### src/rtl/divided_countdown_timer.sv
module divided_countdown_timer #(
  parameter int CW    = 32,
  parameter int VW    = 8,
  parameter int PRE_W = 7
) (
  input  logic          clk,
  input  logic          rst_n,
  input  logic          wr_en,
  input  logic          rd_en,
  input  logic [1:0]    addr,
  input  logic [31:0]   wdata,
  output logic [31:0]   rdata,
  output logic          irq_valid,
  output logic [VW-1:0] irq_vector
);
  localparam logic [1:0] SEL_INIT = 2'd0;
  localparam logic [1:0] SEL_CUR  = 2'd1;
  localparam logic [1:0] SEL_DIV  = 2'd2;
  localparam logic [1:0] SEL_ENT  = 2'd3;
  localparam int MASK_BIT = 16;
  localparam int PER_BIT  = 17;

  logic [CW-1:0]    init_q, cur_q;
  logic [3:0]       div_q;
  logic [VW-1:0]    vec_q;
  logic             mask_q, per_q, armed_q;
  logic [PRE_W-1:0] pre_q;

  wire [2:0]       code   = {div_q[3], div_q[1:0]};
  wire [2:0]       shift  = code + 3'd1;
  wire [PRE_W-1:0] pmask  = (PRE_W'(1) << shift) - PRE_W'(1);
  wire             tick   = (pre_q & pmask) == pmask;
  wire             wr_init = wr_en && addr == SEL_INIT;
  wire             at_zero = cur_q == '0;
  wire             expire  = tick && armed_q && at_zero && !wr_init;

  always_ff @(posedge clk or negedge rst_n) begin
    if (!rst_n) begin
      init_q <= '0;
      div_q  <= '0;
      vec_q  <= '0;
      mask_q <= 1'b0;
      per_q  <= 1'b0;
    end else if (wr_en) begin
      case (addr)
        SEL_INIT: init_q <= wdata[CW-1:0];
        SEL_DIV:  div_q  <= wdata[3:0] & 4'hB;
        SEL_ENT: begin
          vec_q  <= wdata[VW-1:0];
          mask_q <= wdata[MASK_BIT];
          per_q  <= wdata[PER_BIT];
        end
        default: ;
      endcase
    end
  end

  always_ff @(posedge clk or negedge rst_n) begin
    if (!rst_n) pre_q <= '0;
    else        pre_q <= wr_init ? '0 : pre_q + PRE_W'(1);
  end

  always_ff @(posedge clk or negedge rst_n) begin
    if (!rst_n) begin
      cur_q   <= '0;
      armed_q <= 1'b0;
    end else if (wr_init) begin
      cur_q   <= wdata[CW-1:0];
      armed_q <= wdata[CW-1:0] != '0;
    end else if (tick && armed_q) begin
      if (!at_zero)   cur_q   <= cur_q - CW'(1);
      else if (per_q) cur_q   <= init_q;
      else            armed_q <= 1'b0;
    end
  end

  always_ff @(posedge clk or negedge rst_n) begin
    if (!rst_n) begin
      irq_valid  <= 1'b0;
      irq_vector <= '0;
    end else begin
      irq_valid  <= expire && !mask_q;
      irq_vector <= vec_q;
    end
  end

  always_comb begin
    rdata = '0;
    if (rd_en) begin
      case (addr)
        SEL_INIT: rdata[CW-1:0] = init_q;
        SEL_CUR:  rdata[CW-1:0] = cur_q;
        SEL_DIV:  rdata[3:0]    = div_q;
        default: begin
          rdata[VW-1:0]   = vec_q;
          rdata[MASK_BIT] = mask_q;
          rdata[PER_BIT]  = per_q;
        end
      endcase
    end
  end

  a_r8_single_pulse: assert property (@(posedge clk) disable iff (!rst_n)
    irq_valid |=> !irq_valid);
  a_r8_mask_blocks: assert property (@(posedge clk) disable iff (!rst_n)
    irq_valid |-> !$past(mask_q));
  a_r9_idle_silent: assert property (@(posedge clk) disable iff (!rst_n)
    $past(init_q) == '0 |-> !irq_valid);
  a_r5_load: assert property (@(posedge clk) disable iff (!rst_n)
    (wr_en && addr == SEL_INIT) |=> cur_q == $past(wdata[CW-1:0]));
  a_r6_oneshot_hold: assert property (@(posedge clk) disable iff (!rst_n)
    (!per_q && at_zero && !(wr_en && addr == SEL_INIT)) |=> cur_q == '0);
  a_r7_reload: assert property (@(posedge clk) disable iff (!rst_n)
    (expire && per_q) |=> cur_q == $past(init_q));
endmodule

### config.mk
export PLATFORM = sky130hd
export DESIGN_NAME = divided_countdown_timer
export DESIGN_NICKNAME = d
export VERILOG_FILES = /design/src/rtl/divided_countdown_timer.sv
export SDC_FILE = /design/constraint.sdc
export NUM_CORES = 1
export LEC_CHECK = 0
export ABC_CLOCK_PERIOD_IN_PS = 7700
export BUFFER_PORTS_ARGS = -buffer_cell sky130_fd_sc_hd__buf_2
export CAP_MARGIN = 0
export CORE_ASPECT_RATIO = 1.1
export CORE_UTILIZATION = 30
export DETAILED_ROUTE_END_ITERATION = 10
export PLACE_DENSITY_LB_ADDON = 0.08
export SLEW_MARGIN = 25
export SYNTH_ARGS = -nofsm -noshare
export SYNTH_HDL_FRONTEND = slang
export SYNTH_SLANG_ARGS = --single-unit
### constraint.sdc
create_clock -name clk -period 7.7 [get_ports clk]
set_input_delay 0.385 -clock clk [delete_from_list [all_inputs] [get_ports clk]]
set_output_delay 0.385 -clock clk [all_outputs]
set_load 0.02 [all_outputs]
==> results, run 1 <==
- The deepest clock path buffer count is 2.
- In the routed design, unresolved DRC markers number 0.
- The post-cts repair resize count is 0.
- During synthesis, Yosys emitted a total of 0 warnings.
- After synthesis, the share of flip-flops with an asynchronous set or reset is 100%.
- The classification of the worst setup path is reg2reg.
- The worst path uses 42.5% of the clock period.
- The filler cell count in the final layout is 1924.
- The part of the Yosys area used for sequential elements is roughly 43%.
- The via density per instance is around 5.3.
- The final wirelength is 17700 um.
- The number of slew-limit violations in the final report is 0.
- The global-route usage over all layers is 19.5%.
- The clock latency on the worst-skew pair is roughly 0.35 ns.
- Between clock sinks in the finished design, the worst skew comes to around 0.0085 ns.
- The detailed-router iteration count before antenna repair is 5.
- In this run the tool buffered the top-level ports with 78 buffer cells.
- The minimum setup slack in the final design is roughly 4.4 ns.
- The number of buffers created by CTS is 9.
- For this design the top-level I/O count stands at 79.
- The share of layout cells above drive strength 1 is 19.5%.
- The via count of the first global-routing pass was a little under 5000.
- The register clock-pin slew on the reported worst setup and hold paths is 0.07 ns.
- The worst hold-check path type is in2async.
- Entering global routing, the biggest net connects 59 pins.
- The full die area is 18900 um^2.
- By area the synthesized netlist is led by sky130_fd_sc_hd__dfrtp_1 (43%), sky130_fd_sc_hd__nand2_1 (8.2%), sky130_fd_sc_hd__mux2i_1 (5.8%).
- The tree is rooted in a sky130_fd_sc_hd__clkbuf_16.
- The power density of the placed cells is 275 nW/um^2.
- The total count of hold-check failures in the final report is 0.
- At the end of routability-driven placement, the weighted congestion stood at 0.816.
- After synthesis the cells add up to 5510 um^2.
- The number of antenna diodes in the final layout is 0.
- CTS built an H-tree with a depth of 3.
- For the worst setup path, the data arrival time is 3.50 ns.
- The peak fanout along the critical path is 18.
- The initial utilization of the core area, before any placement, comes to 30.8%.
- The achievable frequency is 305 MHz.
- The clock drives 94 sinks.
- The standard-cell row count is between 50 and 60.
- The wire length of the first global-routing pass is 28200 um.
- Among all flip-flop cells after synthesis, the most frequent one is sky130_fd_sc_hd__dfrtp_1.
- In the final routed layout, each cell accounts on average for between 15 and 20 um.
- The routed design could run at a clock period as short as around 3.3 ns.
- The count of nets left with antenna violations once routing finished came out at 0.
- With fillers left out, the area of the finished cells amounts to 6390 um^2.
- Setup repair after global routing left no endpoint under its margin.
- In this run the cell area measured after placement is 6090 um^2.
- The number of nets produced by synthesis is 667.
- The count of vias placed by the detailed router is 4909.
- OpenSTA, run right after detailed placement, puts the worst setup slack at around 4.4 ns.
- The die height is 144 um.
- Summed over all nets, the half-perimeter wirelength after detailed placement is 12200 um.
- The TritonCTS clock tree is yes.
- The run finished with clean final reports.
- The hold-fix buffer count after cts is 0.
- The measured slew at the worst slew-check pin is 0.905 ns.
- Counting every instance in the synthesized netlist gives 625.
- The final total negative setup slack is 0 ns.
- Counting flops and latches in the post-synthesis netlist gives 94.
- The count of final setup violators is 0.
- The cell total after placement is 911.
- For this block, the initial DRC count from the detailed router was 252.
- The residual overflow from global routing is 0.
- The number of maximum-capacitance violations is 0.
- The standard cell core area is 17900 um^2.
- At the end of the flow, the number of nets in the layout was 726.
- Cells fill 35.8% of the core in the end.
- The biggest area contributor in the post-synthesis netlist is sky130_fd_sc_hd__dfrtp_1.
- Summed over all cells, the static leakage comes to 0.00292 uW.
- Dividing the synthesized area by the synthesized cell count gives a little under 9 um^2.
- The worst path required time is 7.93 ns.
- The worst IR drop on VDD is slightly above 0.1 mV.
- The total setup buffers inserted after CTS is 0.
- The netlist uses 59 different library cells.
- The synthesis-to-finish area growth is 16.0%.
- After synthesis, the largest area contributor takes up 42.7% of total cell area.
- The initial antenna violation count was 0.
- The worst setup path is captured at a register.
- The remaining max-slew budget at the tightest pin is 38.8%.
- In this run, synthesis inferred 0 flip-flops with an integrated enable.
- STA classifies the critical path startpoint as a register.
- The post-route non-filler standard cell count is 926.
- The die outline width is 131 um.
sequential cells by signal, indices dropped and copies added (netlist names):
signal,cells
irq_valid,1
div_q,3
per_q,1
irq_vector,8
armed_q,1
pre_q,7
mask_q,1
cur_q,32
init_q,32
vec_q,8
layer usage:
metal | wire, um | track usage [%]
met3 | 685 | 2.52
met1 | 8400 | 26.7
met4 | 238 | 6.87
met2 | 8400 | 31.7
met5 | 0 | 0
per-stage QoR:
| step | total power (uW) | hold slack [ns] |
|---|---|---|
| 6_report | 1760 | 0.0388 |
| 5_1_grt | 1880 | 0.0829 |
| 4_1_cts | 1780 | 0.0553 |
| 3_5_place_dp | 1310 | 0.385 |
| 3_3_place_gp | 1310 | 0.381 |
| 2_1_floorplan | 1130 | 0.0894 |
power breakdown:
part           leakage (uW)  switching [uW]  internal, uW  total [uW]
Sequential          0.00115             166           618         784
Clock              0.000137             205           250         455
Combinational       0.00163             290           229         519
Total               0.00292             661          1100        1760
layout by cell type, fill, tap and decap left out, types with 3 or more instances in the layout:
master and count:
sky130_fd_sc_hd__and2_1 15, sky130_fd_sc_hd__inv_1 9, sky130_fd_sc_hd__buf_2 77, sky130_fd_sc_hd__o221ai_1 3, sky130_fd_sc_hd__mux4_2 3, sky130_fd_sc_hd__and3_1 7, sky130_fd_sc_hd__a221o_1 5, sky130_fd_sc_hd__nand2b_1 4
sky130_fd_sc_hd__mux2_2 15, sky130_fd_sc_hd__nor3_2 3, sky130_fd_sc_hd__or2_2 3, sky130_fd_sc_hd__o31ai_1 7, sky130_fd_sc_hd__xor2_1 6, sky130_fd_sc_hd__buf_4 11, sky130_fd_sc_hd__o21ai_0 37, sky130_fd_sc_hd__nor2_1 50
sky130_fd_sc_hd__o211ai_1 8, sky130_fd_sc_hd__xnor2_1 8, sky130_fd_sc_hd__nand3_1 20, sky130_fd_sc_hd__clkbuf_16 9, sky130_fd_sc_hd__nor3_1 15, sky130_fd_sc_hd__nand3b_1 3, sky130_fd_sc_hd__a21o_1 8, sky130_fd_sc_hd__dfrtp_1 94
sky130_fd_sc_hd__nor4_1 18, sky130_fd_sc_hd__a31oi_1 7, sky130_fd_sc_hd__nor4b_1 3, sky130_fd_sc_hd__nand4_1 8, sky130_fd_sc_hd__or3_1 8, sky130_fd_sc_hd__nand2_1 120, sky130_fd_sc_hd__ha_1 4, sky130_fd_sc_hd__a21oi_1 25
sky130_fd_sc_hd__mux2i_1 32
final cells by class:
| class | count | area (um^2) | share of cell area, % |
|---|---|---|---|
| Clock buffer | 9 | 225 | 3.52 |
| Clock inverter | 6 | 63.8 | 0.998 |
| Inverter | 9 | 33.8 | 0.529 |
| Multi-Input combinational cell | 482 | 2950 | 46.2 |
| Sequential cell | 94 | 2350 | 36.8 |
| Tap cell | 238 | 298 | 4.66 |
| Timing Repair Buffer | 88 | 468 | 7.32 |
final timing paths:
kind | slack (ns) | from | end | cells past startpoint
worst max-delay path | 4.43 | cur_q[25] | cur_q[15] | 7
worst min-delay path | 0.04 | rst_n | init_q[12] | 1
min in group clk | 0.26 | wdata[28] | init_q[28] | 3
worst min register to register | 0.40 | vec_q[5] | irq_vector[5] | 0
worst max register to register | 4.43 | cur_q[25] | cur_q[15] | 7
max in group asynchronous | 6.48 | rst_n | init_q[16] | 2
cells by family after synthesis:
kind of cell / Yosys count / synth area share (%)
AOI/OAI and AO/OA: 124 / 14.7
adders and majority gates: 4 / 0.909
DFF: 94 / 42.7
and+or+nand+nor: 290 / 25.3
muxes: 50 / 10.1
xor gates and xnor gates: 14 / 2.23
buffers and inverters: 49 / 4.07
cell usage after synthesis (all sizes together) (3+ instances only):
master,count
a21o,8
a21oi,25
a221o,5
a31oi,7
and2,15
and3,7
buf,15
clkbuf,25
dfrtp,94
ha,4
inv,9
mux2,15
mux2i,32
mux4,3
nand2,120
nand2b,5
nand3,20
nand3b,3
nand4,8
nor2,50
nor3,18
nor3b,3
nor4,19
nor4b,3
o211ai,8
o21ai,39
o221ai,3
o31ai,7
or2,3
or3,8
xnor2,8
xor2,6
worst max-delay path: stages, from the launching register on:
cell and delay [ns]:
sky130_fd_sc_hd__dfrtp_1 0.44, sky130_fd_sc_hd__or4_4 0.54, sky130_fd_sc_hd__or4_1 0.58, sky130_fd_sc_hd__or3_1 0.72, sky130_fd_sc_hd__buf_4 0.33, sky130_fd_sc_hd__or3_1 0.31
sky130_fd_sc_hd__a21oi_1 0.14, sky130_fd_sc_hd__o21ai_1 0.08
No activity file was read; power rests on OpenSTA's default activity.
==> run 2: changes to the inputs <==
ABC_AREA = 1   (was unset)
ABC_CLOCK_PERIOD_IN_PS = 3300   (was 7700)
clock period = 3.3 ns   (was 7.7 ns; I/O delays follow)
==> run 2 against run 1 <==
Net effect: wire length rose by 11%; clock power rose by 120%; clock skew rose by 0.0022 ns; first-iteration DRC count rose by 29%; clock-buffer cell count did not move; register-to-register slack got worse by 3.6 ns; worst setup slack got worse by 3.6 ns; combinational power rose to 4.0 times the previous value; flip-flop and latch count did not move; sequential share of layout area fell by 2.4 points; critical path type unchanged.
==> results, run 2 <==
- Run status: finished clean (unchanged).
- The library cell occupying the most area in the post-synthesis netlist is sky130_fd_sc_hd__dfrtp_1 (unchanged).
- The part of the Yosys area used for sequential elements is 39.7% (was 42.7%).
- The number of instances in the synthesized netlist is 878 (was 625).
- The measured slew at the worst slew-check pin was 0.951 ns (was 0.905 ns).
- Largest registers: cur_q: 32 flops, init_q: 32 flops (unchanged).
- The worst path required time is 3.58 ns (was 7.93 ns).
- The kind of cell with the highest combined delay on the critical path is simple AND/OR/NAND/NOR gates (unchanged).
- The wire length of the first global-routing pass is 32000 um (was 28200 um).
- The average cell area after synthesis is 6.75 um^2 (was 8.81 um^2).
- The global-route usage over all layers came to 20.7% (was 19.5%).
- The most used standard cell by instance count after synthesis is sky130_fd_sc_hd__nand2_1 (unchanged).
- The final net count is 990 (was 726).
- The worst endpoint data arrival time is 2.72 ns (was 3.50 ns).
- The clock root buffer master is sky130_fd_sc_hd__clkbuf_16 (unchanged).
- The share of layout cells above drive strength 1 is 13.8% (was 19.5%).
- The register clock-pin slew on the reported worst setup and hold paths is 0.07 ns (about the same).
- The total setup buffers inserted after CTS is 0 (unchanged).
- The global placement routability congestion is 0.869 (was 0.816).
- The final wirelength came to 19800 um (was 17700 um).
- The register bit total from synthesis came to 94 (unchanged).
- The detailed-route DRC error count is 0 (unchanged).
- The via count of the first global-routing pass is 5769 (was 4915).
- The final total negative setup slack was 0 ns (unchanged).
- The number of nets still failing antenna checks after routing is 0 (unchanged).
- The post-cts repair resize count is 0 (unchanged).
- The worst clock skew on the final layout is 0.0107 ns (was 0.00851 ns).
- The reg-to-reg setup timing slack was 0.86 ns (was 4.43 ns).
- The count of vias placed by the detailed router is 5826 (was 4909).
- The cell repeated most along the worst path is sky130_fd_sc_hd__nand2_1 (was sky130_fd_sc_hd__or3_1).
- The cell area after synthesis is 5930 um^2 (was 5510 um^2).
- RSZ-0062 raised after global routing: false (unchanged).
- The depth of the worst register-to-register path is 13 (was 7).
- The count of yosys warnings during synthesis came to 0 (unchanged).
- The TritonCTS clock tree is yes (unchanged).
- List of most frequent post-synthesis cells: sky130_fd_sc_hd__nand2_1 (328), sky130_fd_sc_hd__nand3_1 (98), sky130_fd_sc_hd__dfrtp_1 (94) (was sky130_fd_sc_hd__nand2_1 (120), sky130_fd_sc_hd__dfrtp_1 (94), sky130_fd_sc_hd__nor2_1 (50)).
- The peak fanout along the critical path was 18 (unchanged).
- The count of different cell masters after synthesis is 37 (was 59).
- The total count of hold-check failures in the final report is 0 (unchanged).
- The number of levels the H-tree was split into is 3 (unchanged).
- The number of enable-type register cells in the synthesized netlist was 0 (unchanged).
- The total chip power came to 4940 uW (was 1760 uW).
- The fraction of the cycle the final worst path needs is 73.8% (was 42.5%).
- The full die area is 20300 um^2 (was 18900 um^2).
- The top-area cell type share of the netlist area is 39.7% (was 42.7%).
- The synthesis-to-finish area growth came to 15.3% (was 16.0%).
- The number of slew-limit violations in the final report is 0 (unchanged).
- The number of buffer and inverter instances along the worst setup path was 2 (was 1).
- The worst hold-check path type was in2reg (was in2async).
- The highest-delay cell along the critical path is sky130_fd_sc_hd__dfrtp_1 (was sky130_fd_sc_hd__or3_1).
- The post-detailed-route wirelength per cell is 16.5 um (was 19.1 um).
- The clock latency on the worst-skew pair is 0.35 ns (about the same).
- The initial antenna violation count is 0 (unchanged).
- The achievable frequency is 411 MHz (was 305 MHz).
- Synth top area cells: sky130_fd_sc_hd__dfrtp_1 (40%), sky130_fd_sc_hd__nand2_1 (21%), sky130_fd_sc_hd__nand3_1 (8.3%) (was sky130_fd_sc_hd__dfrtp_1 (43%), sky130_fd_sc_hd__nand2_1 (8.2%), sky130_fd_sc_hd__mux2i_1 (5.8%)).
- The worst hold path cell count is 3.
- The pin count of the biggest net entering global routing came to 64 (was 59).
- The count of final setup violators is 0 (unchanged).
- The standard-cell row count was 53 (was 51).
- The number of buffers created by CTS is 9 (unchanged).
- The minimum clock period is 2.44 ns (was 3.27 ns).
- The number of nets produced by synthesis came to 920 (was 667).
- The biggest cell delay along the critical path is 0.53 ns (was 0.72 ns).
- In this run the most critical hold path is launched from wdata[30].
- The standard cell core area is 19200 um^2 (was 17900 um^2).
- The kind of end point of the critical path was a register (unchanged).
- The residual overflow from global routing was 0 (unchanged).
- The deepest clock path buffer count is 2 (unchanged).
- The classification of the worst setup path is reg2reg (unchanged).
- The count of input and output buffers is 78 (unchanged).
- The reported leakage power is 0.00356 uW (was 0.00292 uW).
- Cell chain of the critical path: inv_1 -> nand3_1 -> ha_1 -> nand4_1 -> nand2_1 -> inv_1 -> nand2_1 -> nand2_1 -> nor2_4 -> nand3_4 -> nor2_4 -> nand2_1 -> nand3_1 (was or4_4 -> or4_1 -> or3_1 -> buf_4 -> or3_1 -> a21oi_1 -> o21ai_1).
- The detailed-placement wirelength estimate is 14900 um (was 12200 um).
- The minimum hold slack is 0.0631 ns (was 0.0388 ns).
- The number of clock sinks came to 94 (unchanged).
- The number of maximum-capacitance violations is 0 (unchanged).
- The I/O pin count came to 79 (unchanged).
- The die outline width came to 136 um (was 131 um).
- The share of synthesized registers carrying an async set or reset is 100% (unchanged).
- The detailed-router iteration count before antenna repair is 5 (unchanged).
- Leading cell types in the layout, fill and taps excluded: sky130_fd_sc_hd__nand2_1 (328), sky130_fd_sc_hd__nand3_1 (98), sky130_fd_sc_hd__dfrtp_1 (94) (was sky130_fd_sc_hd__nand2_1 (120), sky130_fd_sc_hd__dfrtp_1 (94), sky130_fd_sc_hd__buf_2 (77)).
- The startpoint of the lowest-slack register-to-register path is div_q[1] (was cur_q[25]).
- The sink of the worst hold path is init_q[30].
- The initial core utilization is 30.8% (about the same).
- The number of diodes is 0 (unchanged).
- The remaining max-slew budget at the tightest pin is 36.5% (was 38.8%).
- The die height is 149 um (was 144 um).
- The filler cell count in the final layout was 2123 (was 1924).
- The commonest non-fill, non-tap cell in the layout is sky130_fd_sc_hd__nand2_1 (unchanged).
- The prevailing post-synth register cell is sky130_fd_sc_hd__dfrtp_1 (unchanged).
- The power density of the placed cells is 723 nW/um^2 (was 275 nW/um^2).
- The worst IR drop on VDD is 0.289 mV (was 0.101 mV).
- The critical path launch point type is a register (unchanged).
- The via density per instance is 4.86 (was 5.30).
- The count of routing violations after the opening detailed-route iteration is 324 (was 252).
- The worst flop-to-flop path endpoint was cur_q[13] (was cur_q[15]).
run 2: cell types whose count changed after synthesis, sizes merged, moves of 13 or more:
cell / previous run / this run
mux2i: 32 / 0
inv: 9 / 84
and2: 15 / 0
nor2: 50 / 91
nor3: 18 / 5
nand2: 120 / 334
nand3: 20 / 101
run 2: worst max-delay path by stage:
stage / start / cells past startpoint / to / slack [ns]
floorplan: div_q[1] / 14 / cur_q[5] / 1.40
global placement: div_q[1] / 13 / cur_q[27] / 0.86
detailed placement: div_q[1] / 13 / cur_q[4] / 0.84
CTS: div_q[1] / 13 / cur_q[13] / 0.80
global route: div_q[1] / 13 / cur_q[29] / 0.49
finish: div_q[1] / 13 / cur_q[13] / 0.86
run 2: kinds of logic after synthesis:
| family | after synthesis | share of synthesized area (%) |
|---|---|---|
| AO/OA/AOI/OAI | 94 | 8.55 |
| XOR/XNOR | 11 | 1.63 |
| adder cells (fa/ha/maj) | 4 | 0.844 |
| buffers and inverters | 115 | 7.94 |
| flip-flops | 94 | 39.7 |
| multiplexers | 3 | 0.570 |
| AND/OR/NAND/NOR | 557 | 40.8 |
run 2: per-stage QoR:
stage	util (%)	worst slack [ns]	area [um^2]	std cells
final	35.5	0.865	6830	1199
after global placement	34.1	0.865	6550	1183
after global routing	35.5	0.491	6830	1199
after floorplan	-	1.40	5930	878
after CTS	35.5	0.803	6830	1199
after detailed placement	34.1	0.838	6550	1183
run 2: power breakdown:
part	internal [uW]	switching, uW
Combinational	712	1390
Clock	514	492
Sequential	1460	373
run 2: area by class of cell:
| class | count | area (um^2) | share of cell area, % |
|---|---|---|---|
| Timing Repair Buffer | 88 | 470 | 6.88 |
| Tap cell | 247 | 309 | 4.52 |
| Sequential cell | 94 | 2350 | 34.4 |
| Clock inverter | 6 | 47.5 | 0.696 |
| Clock buffer | 9 | 225 | 3.30 |
| Multi-Input combinational cell | 669 | 3110 | 45.5 |
| Inverter | 86 | 323 | 4.72 |
run 2: timing repair:
action / CTS / global route
endpoints found under the setup margin: 0 / 0
hold buffers: 1 / 0
hold endpoints to repair: 37 / 0
run 2: routing by layer:
| layer | GRT usage [%] | vias up | wire, um |
|---|---|---|---|
| met2 | 32.8 | 95 | 9020 |
| met5 | 0 | - | 0 |
| li1 | - | 2968 | - |
| met1 | 28.8 | 2738 | 9660 |
| met3 | 2.34 | 25 | 599 |
| met4 | 7.50 | 0 | 475 |
run 2: worst register-to-register path, delay by kind of cell (launching register included):
family,cells,cell delay (ns)
adders and majority gates,1,0.26
buffers and inverters,2,0.13
DFF,1,0.53
and+or+nand+nor,10,1.42
